<file path="config.mk">
export PLATFORM = sky130hd
export DESIGN_NAME = dual_bus_regif
export DESIGN_NICKNAME = d
export VERILOG_FILES = /design/src/rtl/dual_bus_pkg.sv /design/src/rtl/strobe_sync.sv /design/src/rtl/bus_ctrl.sv /design/src/rtl/bus_datapath.sv /design/src/rtl/dual_bus_regif.sv
export SDC_FILE = /design/constraint.sdc
export NUM_CORES = 1
export LEC_CHECK = 0
export BUFFER_PORTS_ARGS = -buffer_cell sky130_fd_sc_hd__buf_2
export CAP_MARGIN = 20
export CORE_UTILIZATION = 50
export CTS_CLUSTER_DIAMETER = 30
export DETAILED_ROUTE_END_ITERATION = 8
export PLACE_DENSITY = 0.67
export SETUP_SLACK_MARGIN = 0.2
export SYNTH_ARGS = -nofsm -noshare
export SYNTH_HDL_FRONTEND = slang
export SYNTH_SLANG_ARGS = --single-unit
</file>
<file path="constraint.sdc">
create_clock -name clk -period 6.2 [get_ports clk]
set_clock_uncertainty 0.05 [all_clocks]
set_input_delay 1.24 -clock clk [delete_from_list [all_inputs] [get_ports clk]]
set_output_delay 1.24 -clock clk [all_outputs]
set_load 0.02 [all_outputs]
</file>
<file path="src/rtl/dual_bus_pkg.sv">
package dual_bus_pkg;
  localparam int DATA_W    = 8;
  localparam int ADDR_W    = 8;
  localparam int NUM_WATCH = 4;

  // Addresses whose internal updates raise the change flag
  localparam logic [7:0] WATCH_ADDR [NUM_WATCH] = '{8'h0C, 8'h0D, 8'h1E, 8'h1F};

  // One-cycle events from the control side to the datapath
  typedef struct packed {
    logic latchAddr;
    logic commitWrite;
    logic readAck;
  } busStrobes_t;
endpackage

</file>
<file path="src/rtl/strobe_sync.sv">
module strobe_sync #(
  parameter int   STAGES = 2,
  parameter logic IDLE   = 1'b1
) (
  input  logic clk,
  input  logic rstN,
  input  logic asyncIn,
  output logic rise,
  output logic fall
);
  // STAGES synchronizer flops plus one history flop for edge detection
  logic [STAGES:0] chain;

  always_ff @(posedge clk or negedge rstN) begin
    if (!rstN) chain <= {(STAGES + 1){IDLE}};
    else       chain <= {chain[STAGES-1:0], asyncIn};
  end

  assign rise = chain[STAGES-1] & ~chain[STAGES];
  assign fall = ~chain[STAGES-1] & chain[STAGES];
endmodule

</file>
<file path="src/rtl/bus_ctrl.sv">
module bus_ctrl
  import dual_bus_pkg::*;
#(
  parameter int SYNC_STAGES = 2
) (
  input  logic        clk,
  input  logic        rstN,
  input  logic        muxMode,
  input  logic        csA,
  input  logic        csB,
  input  logic        aleIn,
  input  logic        rdN,
  input  logic        wrN,
  output logic        selected,
  output busStrobes_t strobes
);
  logic aleRise, aleFall;
  logic rdRise, rdFall;
  logic wrRise, wrFall;

  strobe_sync #(.STAGES(SYNC_STAGES), .IDLE(1'b0)) uAle (
    .clk(clk), .rstN(rstN), .asyncIn(aleIn), .rise(aleRise), .fall(aleFall));
  strobe_sync #(.STAGES(SYNC_STAGES), .IDLE(1'b1)) uRd (
    .clk(clk), .rstN(rstN), .asyncIn(rdN), .rise(rdRise), .fall(rdFall));
  strobe_sync #(.STAGES(SYNC_STAGES), .IDLE(1'b1)) uWr (
    .clk(clk), .rstN(rstN), .asyncIn(wrN), .rise(wrRise), .fall(wrFall));

  assign selected = csA & csB;

  always_comb begin
    strobes             = '0;
    strobes.latchAddr   = muxMode & aleFall;
    strobes.commitWrite = selected & wrRise;
    strobes.readAck     = selected & rdRise;
  end

  // Edge outputs not used as events
  logic unusedEdges;
  assign unusedEdges = aleRise ^ rdFall ^ wrFall;
endmodule

</file>
<file path="src/rtl/bus_datapath.sv">
module bus_datapath
  import dual_bus_pkg::*;
#(
  parameter int DW       = DATA_W,
  parameter int AW       = ADDR_W,
  parameter int NUM_REGS = 32,
  localparam int IDX_W   = $clog2(NUM_REGS)
) (
  input  logic             clk,
  input  logic             rstN,
  input  logic             muxMode,
  input  logic             selected,
  input  logic             rdN,
  input  busStrobes_t      strobes,
  input  logic [AW-1:0]    busAIn,
  input  logic [DW-1:0]    busBIn,
  input  logic             intWrEn,
  input  logic [IDX_W-1:0] intWrAddr,
  input  logic [DW-1:0]    intWrData,
  output logic [AW-1:0]    busAOut,
  output logic             busAOe,
  output logic [DW-1:0]    busBOut,
  output logic             busBOe,
  output logic             chgN
);
  logic [AW-1:0] latchedAddr;
  logic [AW-1:0] cpuAddr;
  logic [DW-1:0] cpuWrData;
  logic [DW-1:0] readData;
  logic          inRange;
  logic          dataOe;
  logic [DW-1:0] regFile [NUM_REGS];
  logic [NUM_WATCH-1:0] pend;

  always_ff @(posedge clk or negedge rstN) begin
    if (!rstN)                  latchedAddr <= '0;
    else if (strobes.latchAddr) latchedAddr <= busAIn;
  end

  assign cpuAddr   = muxMode ? latchedAddr : busAIn;
  assign cpuWrData = muxMode ? DW'(busAIn) : busBIn;
  assign inRange   = cpuAddr < AW'(NUM_REGS);

  for (genvar k = 0; k < NUM_REGS; k++) begin : gReg
    always_ff @(posedge clk or negedge rstN) begin
      if (!rstN)
        regFile[k] <= '0;
      else if (intWrEn && intWrAddr == IDX_W'(k))
        regFile[k] <= intWrData;
      else if (strobes.commitWrite && cpuAddr == AW'(k))
        regFile[k] <= cpuWrData;
    end

    assert_range_R6: assert property (@(posedge clk) disable iff (!rstN)
      (strobes.commitWrite && !inRange && !intWrEn) |=> $stable(regFile[k]));
  end

  assign readData = inRange ? regFile[cpuAddr[IDX_W-1:0]] : '0;

  for (genvar w = 0; w < NUM_WATCH; w++) begin : gWatch
    localparam logic [7:0] WA = WATCH_ADDR[w];
    logic setEv, clrEv;
    assign setEv = intWrEn && intWrAddr == WA[IDX_W-1:0];
    assign clrEv = strobes.readAck && cpuAddr == AW'(WA);

    always_ff @(posedge clk or negedge rstN) begin
      if (!rstN)      pend[w] <= 1'b0;
      else if (setEv) pend[w] <= 1'b1;
      else if (clrEv) pend[w] <= 1'b0;
    end

    assert_flag_set_R7: assert property (@(posedge clk) disable iff (!rstN)
      setEv |=> !chgN);
    assert_flag_clear_R8: assert property (@(posedge clk) disable iff (!rstN)
      (clrEv && !setEv && pend[w] && $countones(pend) == 1) |=> chgN);
  end

  assign chgN = ~|pend;

  assign dataOe  = selected & ~rdN;
  assign busAOe  = muxMode & dataOe;
  assign busAOut = AW'(readData);
  assign busBOe  = muxMode | dataOe;
  assign busBOut = muxMode ? DW'(latchedAddr) : readData;

  assert_no_drive_R5: assert property (@(posedge clk) disable iff (!rstN)
    (busAOe || (busBOe && !muxMode)) |-> (selected && !rdN));
  assert_sep_addr_R2: assert property (@(posedge clk) disable iff (!rstN)
    !muxMode |-> !busAOe);
endmodule

</file>
<file path="src/rtl/dual_bus_regif.sv">
module dual_bus_regif
  import dual_bus_pkg::*;
#(
  parameter int DW          = DATA_W,
  parameter int AW          = ADDR_W,
  parameter int NUM_REGS    = 32,
  parameter int SYNC_STAGES = 2,
  localparam int IDX_W      = $clog2(NUM_REGS)
) (
  input  logic             clk,
  input  logic             rstN,
  input  logic             muxMode,
  input  logic             csA,
  input  logic             csB,
  input  logic             aleIn,
  input  logic             rdN,
  input  logic             wrN,
  input  logic [AW-1:0]    busAIn,
  output logic [AW-1:0]    busAOut,
  output logic             busAOe,
  input  logic [DW-1:0]    busBIn,
  output logic [DW-1:0]    busBOut,
  output logic             busBOe,
  input  logic             intWrEn,
  input  logic [IDX_W-1:0] intWrAddr,
  input  logic [DW-1:0]    intWrData,
  output logic             chgN
);
  busStrobes_t strobes;
  logic        selected;

  bus_ctrl #(.SYNC_STAGES(SYNC_STAGES)) uCtrl (
    .clk(clk), .rstN(rstN), .muxMode(muxMode), .csA(csA), .csB(csB),
    .aleIn(aleIn), .rdN(rdN), .wrN(wrN), .selected(selected), .strobes(strobes));

  bus_datapath #(.DW(DW), .AW(AW), .NUM_REGS(NUM_REGS)) uData (
    .clk(clk), .rstN(rstN), .muxMode(muxMode), .selected(selected), .rdN(rdN),
    .strobes(strobes), .busAIn(busAIn), .busBIn(busBIn), .intWrEn(intWrEn),
    .intWrAddr(intWrAddr), .intWrData(intWrData), .busAOut(busAOut),
    .busAOe(busAOe), .busBOut(busBOut), .busBOe(busBOe), .chgN(chgN));
endmodule

</file>
# Word level (Yosys, flattened, before mapping)
# Cells that the tools add are included.
# classes
magnitude_cmp	2
reduce_logical	108
n_eq_ne	62
bitwise	15
mux	79
# op_table
operator	count
$mux 8	70
$eq 8x5->1 const B	16
$eq 5x5->1 const B	16
$reduce_bool 2->1	36
$logic_and 1x1->1	68
$eq 8x4->1 const B	8
$bmux 8 s5	1
$eq 5x4->1 const B	8
$eq 8x3->1 const B	4
$eq 5x3->1 const B	4
$eq 8x2->1 const B	2
$eq 5x2->1 const B	2
$and 1x1->1	9
$eq 8x1->1 const B	1
$logic_not 8->1	1
$lt 8x6->1 const B	1
$mux 1	8
$ge 6x6->1 const B	1
$not 5->6	1
$eq 5x1->1 const B	1
$logic_not 5->1	1
$not 1->1	4
$reduce_or 4->1	1
$logic_not 1->1	1
$or 1x1->1	1
# totals
regBits	277
elab_cells	306
in_bits	38
out_inout_bits	19

# Longest topological paths before layout
# logic_depth
depth_word	7
mapped_depth	10
depth_no_buf	6

# Modules after synthesis
# From an unflattened synthesis, not the netlist that was laid out.
# unflattened
hier_cells	1694
hier_area_um2	16159.2
# by_module_without_submodules
mod	area_each_um2	cells_each	seq_area_each_um2	n_inst
bus_datapath	15856.5	1675	6706.4	1
strobe_sync (uCtrl.uRd ...)	93.8	5	78.8	2
strobe_sync (uCtrl.uAle)	90.1	5	75.1	1
bus_ctrl	25.0	4	0.0	1

# Worst setup path after synthesis
# No wires, ideal clock.
# synth_path
path_kind	input-to-output
start	in busAIn[0]
end	out busBOut[0]
required_time_ns	4.910
path_stages	10
setup_slack_ns	1.249
n_path_buf	4
arrival_ns	3.661
path_cell_list	clkbuf_1 > or3b_1 > buf_2 > and2_1 > buf_2 > buf_2 > o22ai_1 > o21a_1 > o41ai_1 > mux2_2
# synth_between
elab_chain_cells	7
word_cells_on_any_way	8
cone_classes	order compare: 1; mux: 6; bitwise: 1
# synth_rtl
element	line_no	rtl
start, declared	dual_bus_regif.sv:18	input logic [AW-1:0] busAIn,
$mux 8 (*)	bus_datapath.sv:40	assign cpuAddr = muxMode ? latchedAddr : busAIn;
$not 5->6 (not written as such)	bus_datapath.sv:58	assign readData = inRange ? regFile[cpuAddr[IDX_W-1:0]] : '0;
$bmux 8 s5	bus_datapath.sv:58	
$mux 8 (not written as such) (2 in series)	bus_datapath.sv:58	
$mux 8 (*)	bus_datapath.sv:58	
via busAOut[0]	dual_bus_regif.sv:19	output logic [AW-1:0] busAOut,
$mux 8 (*)	bus_datapath.sv:84	assign busBOut = muxMode ? DW'(latchedAddr) : readData;
end, declared	dual_bus_regif.sv:22	output logic [DW-1:0] busBOut,
# The timed path passes the listed nets; every way through them passes the cells marked *. The select of a mux whose other input is x is not followed.

# Worst setup path after layout
# layout_path
start	in muxMode
end	out busBOut[4]
# layout_between
elab_chain_cells	7
word_cells_on_any_way	8
cone_classes	order compare: 1; mux: 6; bitwise: 1
# layout_rtl
element	line_no	rtl
start, declared	dual_bus_regif.sv:12	input logic muxMode,
$mux 8	bus_datapath.sv:40	
$not 5->6 (not written as such)	bus_datapath.sv:58	
$bmux 8 s5	bus_datapath.sv:58	
$mux 8 (not written as such) (2 in series)	bus_datapath.sv:58	
$mux 8	bus_datapath.sv:58	
$mux 8 (*)	bus_datapath.sv:84	
# Every way passes the cells marked *; elsewhere a longest branch is shown, timed or not. The select of a mux whose other input is x is not followed.

==> run metrics <==
CTS H-Tree Depth=3; total congestion overflow=0; post-route total power=6980 uW; post-layout util=60.7%; final worst-path cycle share=93.7%; Peak Freq=172 MHz; CTS tree=done; post-CTS setup buffer count=0; CTS sink count=277; Fin Hold WS=0.303 ns; Port Buffers=56; 1st-pass router iterations=7; RSZ-0062 raised after global routing=false; highest-count cells in the layout ignoring fill and taps=dfrtp_1, nand2_1, mux2i_1; vias in the first global route=13.9k; Seq cells post-synth=277; Reg2Reg Setup Slack=2.59 ns; CP arrival=4.52 ns; placement row count=63; initial antenna violation count=1; transition time of the tightest slew-check pin=1.07 ns; RD Place Congestion=1.08; Global Route Usage Sum=38.7%; setup TNS=0 ns; Hold Crit Class=flip-flop to flip-flop; top_reg_cell synth=dfrtp_1; critical path launch point type=input port; syn nets=1735; IO Pins=57; Post-Syn Instances=1697; DR vias=14.6k; Final Hold Fails=0; Synth cell types=69; Slew headroom=28.3%; Mean Syn Cell Area=9.06 um^2; Iter 0 DRT Violations=1899; Via-to-Cell Ratio=6.67; register clock-pin slew on the reported worst setup and hold paths=0.05 ns; Die Height=177 um; Initial Util=51.3%; Worst Path Required=4.91 ns; Clock Root Buffer=clkbuf_16; final critical-path required period=5.81 ns; Seq/Total Area, Yosys=45.2%; share of cells above drive strength 1=16.4%; Final setup viols=0; synth top area cells=dfrtp_1, mux2i_1, nand2_1; Synth Warn #=0; Final Max Tran Viols=0; CTS buffer count=68; final net count=1780; worst-path maximum fanout=21; Pleak=0.00754 uW; drc violations=0; first-pass GRT wire length=88800 um; post-synthesis async set-or-reset flop share=100%; final antenna-violating net count=0; post-synth top area share=44.1%; CORE AREA=30000 um^2; Power Density=384 nW/um^2; clk buf depth=3; MaxCap Viol Count=0; leading area contributor after synthesis=dfrtp_1; dpl hpwl=38800 um; maximum vdd ir drop=0.304 mV; die width=177 um; die area=31400 um^2; Resized cells post-CTS=0; critical path endpoint category=primary output; slack of the critical path=0.392 ns; routed len/inst=27.4 um; hold-fix buffers at CTS=0; Post-Syn Area=15400 um^2; EDFF count, synth=0; commonest non-fill, non-tap cell in the layout=dfrtp_1; Syn-to-layout area delta=18.2%; # diodes=0; Skew-Pair Late Insertion Delay=0.57 ns; Setup CP Type=input port to primary output; pre-CTS setup slack=0.486 ns; largest net degree at the start of global routing=127; final WL=59800 um; outcome=completed
logic make-up (layout without fill, tap and decap cells):
logic type / count (synthesis) / count (layout) / share of synthesized area, %
DFF: 277 / 277 / 45.2
buffers and inverters: 147 / 243 / 3.83
muxes: 220 / 220 / 14.6
and+or+nand+nor: 513 / 513 / 15.1
AOI/OAI and AO/OA: 540 / 540 / 21.4
report_power, final:
part	switching, uW	internal [uW]
combinational	721	437
sequential	299	2200
clock	1140	2190
total	2160	4830
Yosys cell counts (all sizes together), types with 2 or more instances:
master,number
a21boi,2
a21o,12
a21oi,139
a221o,4
a221oi,5
a222oi,3
a22oi,17
a31oi,3
and2,6
and3,2
buf,51
clkbuf,77
dfrtp,271
dfstp,6
inv,19
mux2,23
mux2i,196
nand2,260
nand2b,10
nand3,19
nand3b,5
nand4,10
nand4b,3
nor2,158
nor2b,4
nor3,6
nor3b,2
nor4,6
o2111ai,3
o21a,13
o21ai,210
o221a,14
o221ai,14
o22ai,66
o41ai,26
or2,6
or3,7
or3b,4
or4b,2
flip-flops by register name, indices dropped and copies added (netlist names):
| name | flops |
|---|---|
| uData.latchedAddr | 8 |
| uCtrl.uRd.chain | 3 |
| uData.regFile | 256 |
| uCtrl.uAle.chain | 3 |
| uCtrl.uWr.chain | 3 |
| uData.pend | 4 |
stage by stage:
stage                     instances  area (um^2)
after floorplan                1697        15400
after global placement         2053        15900
after detailed placement       2055        16000
after CTS                      2176        18100
after global routing           2183        18200
final                          2183        18200
area by class of cell:
| type | instances | area (um^2) |
|---|---|---|
| flip-flops and latches | 277 | 6940 |
| fillers | 2561 | 11800 |
| repair buffers | 103 | 664 |
| well taps | 390 | 488 |
| inverters | 19 | 71.3 |
| clock buffers | 90 | 1900 |
| clock inverters | 31 | 249 |
| multi-input cells | 1273 | 7860 |
critical path, stage by stage:
cell	delay, ns
buf_2	0.36
buf_4	0.33
nor4b_1	0.40
o21ai_1	0.41
a221oi_1	0.72
nand4_1	0.40
o41ai_2	0.24
mux2_1	0.24
buf_2	0.16
per-layer routing:
metal  track usage (%)  share of wire [%]  up-vias
met5                 0              0.018        -
met4              22.5                6.1        2
met3              10.9                 11      232
met2              56.2                 43      997
met1              51.4                 40     7067
li1                  -                  -     6259
final timing paths:
kind                                 startpoint                 end  cells past startpoint
setup / recovery                        muxMode          busBOut[4]                      9
hold / removal               uCtrl.uRd.chain[0]  uCtrl.uRd.chain[1]                      0
setup reg to reg           uData.latchedAddr[0]  uData.regFile[170]                      6
hold reg to reg              uCtrl.uRd.chain[0]  uCtrl.uRd.chain[1]                      0
max in group asynchronous                  rstN  uData.regFile[226]                      2
min in group asynchronous                  rstN  uData.regFile[185]                      1
Note: power is estimated with default switching activity, not from simulation.
